### config.mk
export PLATFORM = sky130hd
export DESIGN_NAME = serial_adc_ctrl
export DESIGN_NICKNAME = d
export VERILOG_FILES = /design/src/rtl/sadc_pkg.sv /design/src/rtl/sadc_polarity.sv /design/src/rtl/sadc_step_cnt.sv /design/src/rtl/sadc_fsm.sv /design/src/rtl/serial_adc_ctrl.sv
export SDC_FILE = /design/constraint.sdc
export NUM_CORES = 1
export LEC_CHECK = 0
export ABC_CLOCK_PERIOD_IN_PS = 1700
export BUFFER_PORTS_ARGS = -buffer_cell sky130_fd_sc_hd__buf_4
export CAP_MARGIN = 40
export CORE_ASPECT_RATIO = 0.9
export CORE_MARGIN = 2
export CORE_UTILIZATION = 48
export CTS_CLUSTER_SIZE = 14
export DETAILED_ROUTE_END_ITERATION = 10
export GPL_ROUTABILITY_DRIVEN = 1
export PLACE_DENSITY = 0.73
export SYNTH_ARGS = -nofsm -noshare
export SYNTH_HDL_FRONTEND = slang
export SYNTH_SLANG_ARGS = --single-unit
### constraint.sdc
create_clock -name clk_i -period 1.7 [get_ports clk_i]
set_input_delay 0.51 -clock clk_i [delete_from_list [all_inputs] [get_ports clk_i]]
set_output_delay 0.51 -clock clk_i [all_outputs]
set_load 0.02 [all_outputs]
### src/rtl/sadc_pkg.sv
package sadc_pkg;
  typedef enum logic [2:0] {
    ST_IDLE,
    ST_SGN_EN,
    ST_SGN_RD,
    ST_SHARE,
    ST_SETTLE,
    ST_CMP_EN,
    ST_CMP_RD
  } sadc_state_e;
endpackage

### src/rtl/sadc_polarity.sv
module sadc_polarity (
  input  logic clk_i,
  input  logic rst_ni,
  input  logic cmp_raw_i,
  input  logic toggle_i,
  output logic swap_o,
  output logic dec_o
);
  logic swap_q;

  always_ff @(posedge clk_i or negedge rst_ni) begin
    if (!rst_ni)       swap_q <= 1'b0;
    else if (toggle_i) swap_q <= ~swap_q;
  end

  // swapped inputs invert the raw polarity
  assign dec_o  = cmp_raw_i ^ swap_q;
  assign swap_o = swap_q;
endmodule

### src/rtl/sadc_step_cnt.sv
module sadc_step_cnt #(
  parameter int MAG_W = 6
) (
  input  logic             clk_i,
  input  logic             rst_ni,
  input  logic             clr_i,
  input  logic             inc_i,
  output logic [MAG_W-1:0] cnt_o,
  output logic             last_o
);
  localparam logic [MAG_W-1:0] LastVal = MAG_W'((2 ** MAG_W) - 2);

  logic [MAG_W-1:0] cnt_q;

  always_ff @(posedge clk_i or negedge rst_ni) begin
    if (!rst_ni)     cnt_q <= '0;
    else if (clr_i)  cnt_q <= '0;
    else if (inc_i)  cnt_q <= cnt_q + 1'b1;
  end

  assign cnt_o  = cnt_q;
  assign last_o = (cnt_q == LastVal);
endmodule

### src/rtl/sadc_fsm.sv
module sadc_fsm
  import sadc_pkg::*;
#(
  parameter int MAG_W      = 6,
  parameter int SETTLE_CYC = 1
) (
  input  logic             clk_i,
  input  logic             rst_ni,
  input  logic             start_i,
  input  logic             dec_i,
  input  logic [MAG_W-1:0] cnt_i,
  input  logic             cnt_last_i,
  output logic             cnt_clr_o,
  output logic             cnt_inc_o,
  output logic             toggle_o,
  output logic             cmp_en_o,
  output logic             share_o,
  output logic             busy_o,
  output logic             int_neg_o,
  output logic             valid_o,
  output logic [MAG_W:0]   result_o
);
  localparam int SW = (SETTLE_CYC > 1) ? $clog2(SETTLE_CYC) : 1;
  localparam logic [SW-1:0]    SettleLast = SW'(SETTLE_CYC - 1);
  localparam logic [MAG_W-1:0] MagMax     = '1;

  sadc_state_e state_q, state_d;
  logic [SW-1:0]    settle_q;
  logic             pos_q;
  logic             valid_q;
  logic [MAG_W:0]   result_q;
  logic             finish;
  logic             flip;
  logic [MAG_W-1:0] mag;

  assign flip = (dec_i != pos_q);
  assign mag  = flip ? cnt_i : MagMax;

  always_comb begin
    state_d   = state_q;
    cnt_clr_o = 1'b0;
    cnt_inc_o = 1'b0;
    finish    = 1'b0;
    unique case (state_q)
      ST_IDLE:   if (start_i) begin
                   state_d   = ST_SGN_EN;
                   cnt_clr_o = 1'b1;
                 end
      ST_SGN_EN: state_d = ST_SGN_RD;
      ST_SGN_RD: state_d = ST_SHARE;
      ST_SHARE:  state_d = ST_SETTLE;
      ST_SETTLE: if (settle_q == SettleLast) state_d = ST_CMP_EN;
      ST_CMP_EN: state_d = ST_CMP_RD;
      ST_CMP_RD: begin
        if (flip || cnt_last_i) begin
          state_d = ST_IDLE;
          finish  = 1'b1;
        end else begin
          state_d   = ST_SHARE;
          cnt_inc_o = 1'b1;
        end
      end
      default:   state_d = ST_IDLE;
    endcase
  end

  always_ff @(posedge clk_i or negedge rst_ni) begin
    if (!rst_ni) begin
      state_q  <= ST_IDLE;
      settle_q <= '0;
      pos_q    <= 1'b0;
      valid_q  <= 1'b0;
      result_q <= '0;
    end else begin
      state_q <= state_d;
      valid_q <= finish;
      if (state_q == ST_SETTLE) settle_q <= settle_q + 1'b1;
      else                      settle_q <= '0;
      if (state_q == ST_SGN_RD) pos_q <= dec_i;
      if (finish) begin
        // zero magnitude always reports positive
        result_q <= {(mag != '0) && !pos_q, mag};
      end
    end
  end

  assign toggle_o  = finish;
  assign cmp_en_o  = (state_q == ST_SGN_EN) || (state_q == ST_CMP_EN);
  assign share_o   = (state_q == ST_SHARE);
  assign busy_o    = (state_q != ST_IDLE);
  assign int_neg_o = pos_q;
  assign valid_o   = valid_q;
  assign result_o  = result_q;
endmodule

### src/rtl/serial_adc_ctrl.sv
module serial_adc_ctrl #(
  parameter int MAG_W      = 6,
  parameter int SETTLE_CYC = 1
) (
  input  logic           clk_i,
  input  logic           rst_ni,
  input  logic           start_i,
  input  logic           cmp_i,
  output logic           cmp_en_o,
  output logic           share_o,
  output logic           int_neg_o,
  output logic           swap_o,
  output logic           busy_o,
  output logic           valid_o,
  output logic [MAG_W:0] result_o
);
  logic             dec;
  logic             toggle;
  logic             cnt_clr;
  logic             cnt_inc;
  logic             cnt_last;
  logic [MAG_W-1:0] cnt;

  sadc_polarity u_pol (
    .clk_i    (clk_i),
    .rst_ni   (rst_ni),
    .cmp_raw_i(cmp_i),
    .toggle_i (toggle),
    .swap_o   (swap_o),
    .dec_o    (dec)
  );

  sadc_step_cnt #(.MAG_W(MAG_W)) u_cnt (
    .clk_i (clk_i),
    .rst_ni(rst_ni),
    .clr_i (cnt_clr),
    .inc_i (cnt_inc),
    .cnt_o (cnt),
    .last_o(cnt_last)
  );

  sadc_fsm #(.MAG_W(MAG_W), .SETTLE_CYC(SETTLE_CYC)) u_fsm (
    .clk_i     (clk_i),
    .rst_ni    (rst_ni),
    .start_i   (start_i),
    .dec_i     (dec),
    .cnt_i     (cnt),
    .cnt_last_i(cnt_last),
    .cnt_clr_o (cnt_clr),
    .cnt_inc_o (cnt_inc),
    .toggle_o  (toggle),
    .cmp_en_o  (cmp_en_o),
    .share_o   (share_o),
    .busy_o    (busy_o),
    .int_neg_o (int_neg_o),
    .valid_o   (valid_o),
    .result_o  (result_o)
  );
endmodule

==> results.py <==
metrics = {
    "run_status": {
        "status": "complete, but fails checks",
        "violations": "setup timing",
    },
    "die": {
        "die_width_um": 52.41,
        "core_region_area_um2": 1952,
        "num_rows": 15,
        "floorplan.die_area_um2": 2493,
        "die_height_um": 47.57,
        "ioPinCount": 17,
        "initial_core_util_pct": 51.86,
    },
    "cts": {
        "clock_tree.buffer_depth": 2,
        "cts_htree_levels": 1,
        "number_of_buffers_added_by_the_clock_tree_synthesis_step": 3,
        "cts_tree": "done",
        "cts.sink_count": 20,
        "cts.reportedPaths.clkPinSlew_ns": 0.11,
        "cts.root.buffer_cell": "sky130_fd_sc_hd__clkbuf_4",
        "clock_latency_ns": 0.29,
    },
    "critical_path": {
        "r2r.worst_path.cells": 4,
        "worst_path_most_repeated_cell": "sky130_fd_sc_hd__buf_6",
        "worst_ep_arrival_time_ns": 1.22,
        "timing.critical_path.max_delay_family": "flip-flops",
        "end_kind": "output port",
        "worst_r2r_endpoint": "u_cnt.cnt_o[4]",
        "slowest_delay_ns": 0.41,
        "critical_path_peak_fanout": 2,
        "crit_path_cell_trace": "buf_6 -> nor3_4 -> inv_1 -> buf_6",
        "regToRegStartpoint": "u_pol.swap_o",
        "worst-endpoint-required_ns": 1.19,
        "setup.worst_path.class": "reg -> out",
        "path_buf_inv": 3,
        "rrSetupSlack_ns": 0.08,
        "crit_path_top_delay_cell": "sky130_fd_sc_hd__dfrtp_1",
        "crit_start_category": "register",
    },
    "power_and_ir_drop": {
        "leakage_nw": 0.5826,
        "post-layout-total-power_mw": 2.534,
        "powerDensity_nw_per_um2": 1929,
        "irDropWorstVdd_mv": 1.042,
    },
    "global_route": {
        "globalRouteMet1Util_pct": 28.37,
        "global_route.peak_usage_layer": "met2",
        "first_pass_grt_wire_length_um": 3443,
        "global_route.usage.met2_pct": 28.50,
        "first_global_vias": 758,
        "global_route_met3_usage_pct": 3.750,
        "grt_remaining_overflow": 0,
        "grtUsageTotal_pct": 19.04,
        "grt_antenna_before_repair": 0,
        "pin_count_of_the_biggest_net_entering_global_routing": 21,
    },
    "detailed_routing": {
        "drt.antenna.violating_nets": 0,
        "detailedRoute.firstIterationViolations": 33,
        "dr.pass1.iters": 4,
        "route.detailed.vias_per_inst": 6.070,
        "routed_wl_um": 2229,
        "detailed_route_via_count": 862,
        "routed_wire_length_per_instance_um": 15.70,
        "drc": 0,
    },
    "finish": {
        "multi_input_comb_area_um2": 516.7,
        "flow.area_growth_from_synthesis_pct": 29.79,
        "utilization_after_layout_pct": 67.31,
        "design.final.nets": 124,
        "final_layout_size_suffix_gt1_share_pct": 40.17,
        "filler_cell_count": 143,
        "ff_latch_area_um2": 503.0,
        "antennaDiodeCount": 0,
    },
    "flow_run": {
        "max_cap_viol_count": 0,
    },
    "timing": {
        "unrepaired_setup_endpoints_after_global_routing": "yes",
        "fin_skew_ns": 0.005947,
        "fmax_ghz": 0.5775,
        "timing.slew.headroom_pct": 77.70,
        "setup_ws_ns": -0.03163,
        "final_hold_violating_endpoints": 0,
        "maxSlewViolCount": 0,
        "final.period_utilization_pct": 101.9,
        "hold_ws_ns": 0.06990,
        "worstMarginPinSlew_ns": 0.3315,
        "setup_total_negative_slack_ns": -0.05667,
        "final.min_clock_period_ns": 1.732,
        "final-setup-viol-count": 2,
    },
    "synthesis": {
        "proportion_of_synthesized_flip_flops_having_asynchronous_set_or_reset_pct": 100.0,
        "synth_flop_cell": "sky130_fd_sc_hd__dfrtp_1",
        "synth.distinct_cells": 37,
        "synth.yosys.seq_area_share_pct": 49.44,
        "post_synth_edffs": 0,
        "netlist_area_um2": 1012,
        "syn_area_per_cell_um2": 11.37,
        "synth.net_count": 95,
        "synth_seq_cells": 20,
        "syn-instance-count": 89,
        "warnings_synthesis": 0,
    },
    "placed_design": {
        "port_buffers": 16,
        "dp_hpwl_um": 1442,
        "gp_routability_congestion": 0.7638,
    },
    "worst_hold_path": {
        "min_path_type": "in -> async",
    },
}
layout make-up:
class / instances / area share (%)
Multi-Input combinational cell: 63 / 39.33
Sequential cell: 20 / 38.29
Timing Repair Buffer: 27 / 17.14
Tap cell: 25 / 2.381
Clock buffer: 4 / 2.000
Inverter: 3 / 0.8571
through the flow:
stage | cell area, um^2 | setup slack, ns | instances
2_1_floorplan | 1013 | -0.008418 | 89
5_1_grt | 1314 | -0.1098 | 142
3_5_place_dp | 1191 | -0.04604 | 135
3_3_place_gp | 1191 | 0.02377 | 135
6_report | 1314 | -0.03163 | 142
4_1_cts | 1264 | -0.01570 | 141
layout by cell type, fill, tap and decap left out, types with 2 or more instances in the layout:
cell type                  synthesis  routed
sky130_fd_sc_hd__nor4_1            2       2
sky130_fd_sc_hd__o211ai_1          3       3
sky130_fd_sc_hd__clkbuf_4          0       3
sky130_fd_sc_hd__dfrtp_1          20      18
sky130_fd_sc_hd__nand2_1           5       5
sky130_fd_sc_hd__nand3_1           3       3
sky130_fd_sc_hd__buf_4             0      21
sky130_fd_sc_hd__ha_1              2       2
sky130_fd_sc_hd__o22a_1            6       6
sky130_fd_sc_hd__a21oi_1           3       3
sky130_fd_sc_hd__inv_1             3       2
sky130_fd_sc_hd__buf_6             3       6
sky130_fd_sc_hd__nor2_1            5       5
sky130_fd_sc_hd__o21ai_0           4       4
sky130_fd_sc_hd__dfrtp_2           0       2
per-layer routing:
metal / wire [um] / vias to the layer above / share of wire [%]
met5: 0 / - / 0
li1: - / 396 / -
met1: 1019 / 419 / 46
met4: 27 / 0 / 1.2
met3: 156 / 5 / 7.0
met2: 1027 / 42 / 46
logic make-up after synthesis:
kind of cell | Yosys count | share of synthesized area, %
compound gates | 26 | 20.03
xor+xnor | 3 | 4.203
fa+ha+maj | 2 | 2.472
buf+inv | 6 | 4.450
flops | 20 | 49.44
mux | 2 | 2.101
simple gates | 30 | 17.31
cells in the mapped netlist, types with 2 or more instances:
master	instances	area share [%]
sky130_fd_sc_hd__a21oi_1	3	1.5
sky130_fd_sc_hd__buf_6	3	3.3
sky130_fd_sc_hd__dfrtp_1	20	49
sky130_fd_sc_hd__ha_1	2	2.5
sky130_fd_sc_hd__inv_1	3	1.1
sky130_fd_sc_hd__nand2_1	5	1.9
sky130_fd_sc_hd__nand3_1	3	1.5
sky130_fd_sc_hd__nor2_1	5	1.9
sky130_fd_sc_hd__nor3_1	2	0.99
sky130_fd_sc_hd__nor3b_1	2	1.5
sky130_fd_sc_hd__nor4_1	2	1.2
sky130_fd_sc_hd__nor4b_1	2	1.7
sky130_fd_sc_hd__o211ai_1	3	2.2
sky130_fd_sc_hd__o21ai_0	4	2.0
sky130_fd_sc_hd__o22a_1	6	5.2
sky130_fd_sc_hd__o311ai_0	2	1.7
sky130_fd_sc_hd__o31ai_1	2	1.5
report_power, final:
group / internal (mW) / switching [mW]
logic: 0.759 / 0.756
registers: 0.655 / 0.133
clock network: 0.0912 / 0.140
worst max-delay path by stage:
stage                     slack, ns           endpoint  cells past startpoint             start
final                         -0.03             busy_o                      4  u_fsm.state_q[2]
after global routing          -0.11             busy_o                      4  u_fsm.state_q[2]
after CTS                     -0.02             busy_o                      4  u_fsm.state_q[2]
after detailed placement      -0.05     u_cnt.cnt_o[4]                      5             cmp_i
after global placement         0.02     u_cnt.cnt_o[4]                      5             cmp_i
after floorplan              -0.008  u_fsm.result_o[0]                      5   u_fsm.int_neg_o
repair_timing:
| action | in CTS | in global routing |
|---|---|---|
| setup buffers | 2 | 1 |
| setup endpoints to repair | 3 | 5 |
| hold buffers | 0 | 0 |
| gates cloned | 0 | 0 |
| resized for setup | 9 | 10 |
| pin swaps | 2 | 1 |
state kept, by name, indices dropped and copies added (netlist names):
signal,flops
u_cnt.cnt_o,6
u_fsm.int_neg_o,1
u_fsm.result_o,7
u_fsm.settle_q,1
u_fsm.state_q,3
u_fsm.valid_o,1
u_pol.swap_o,1
No activity file was read; power rests on OpenSTA's default activity.
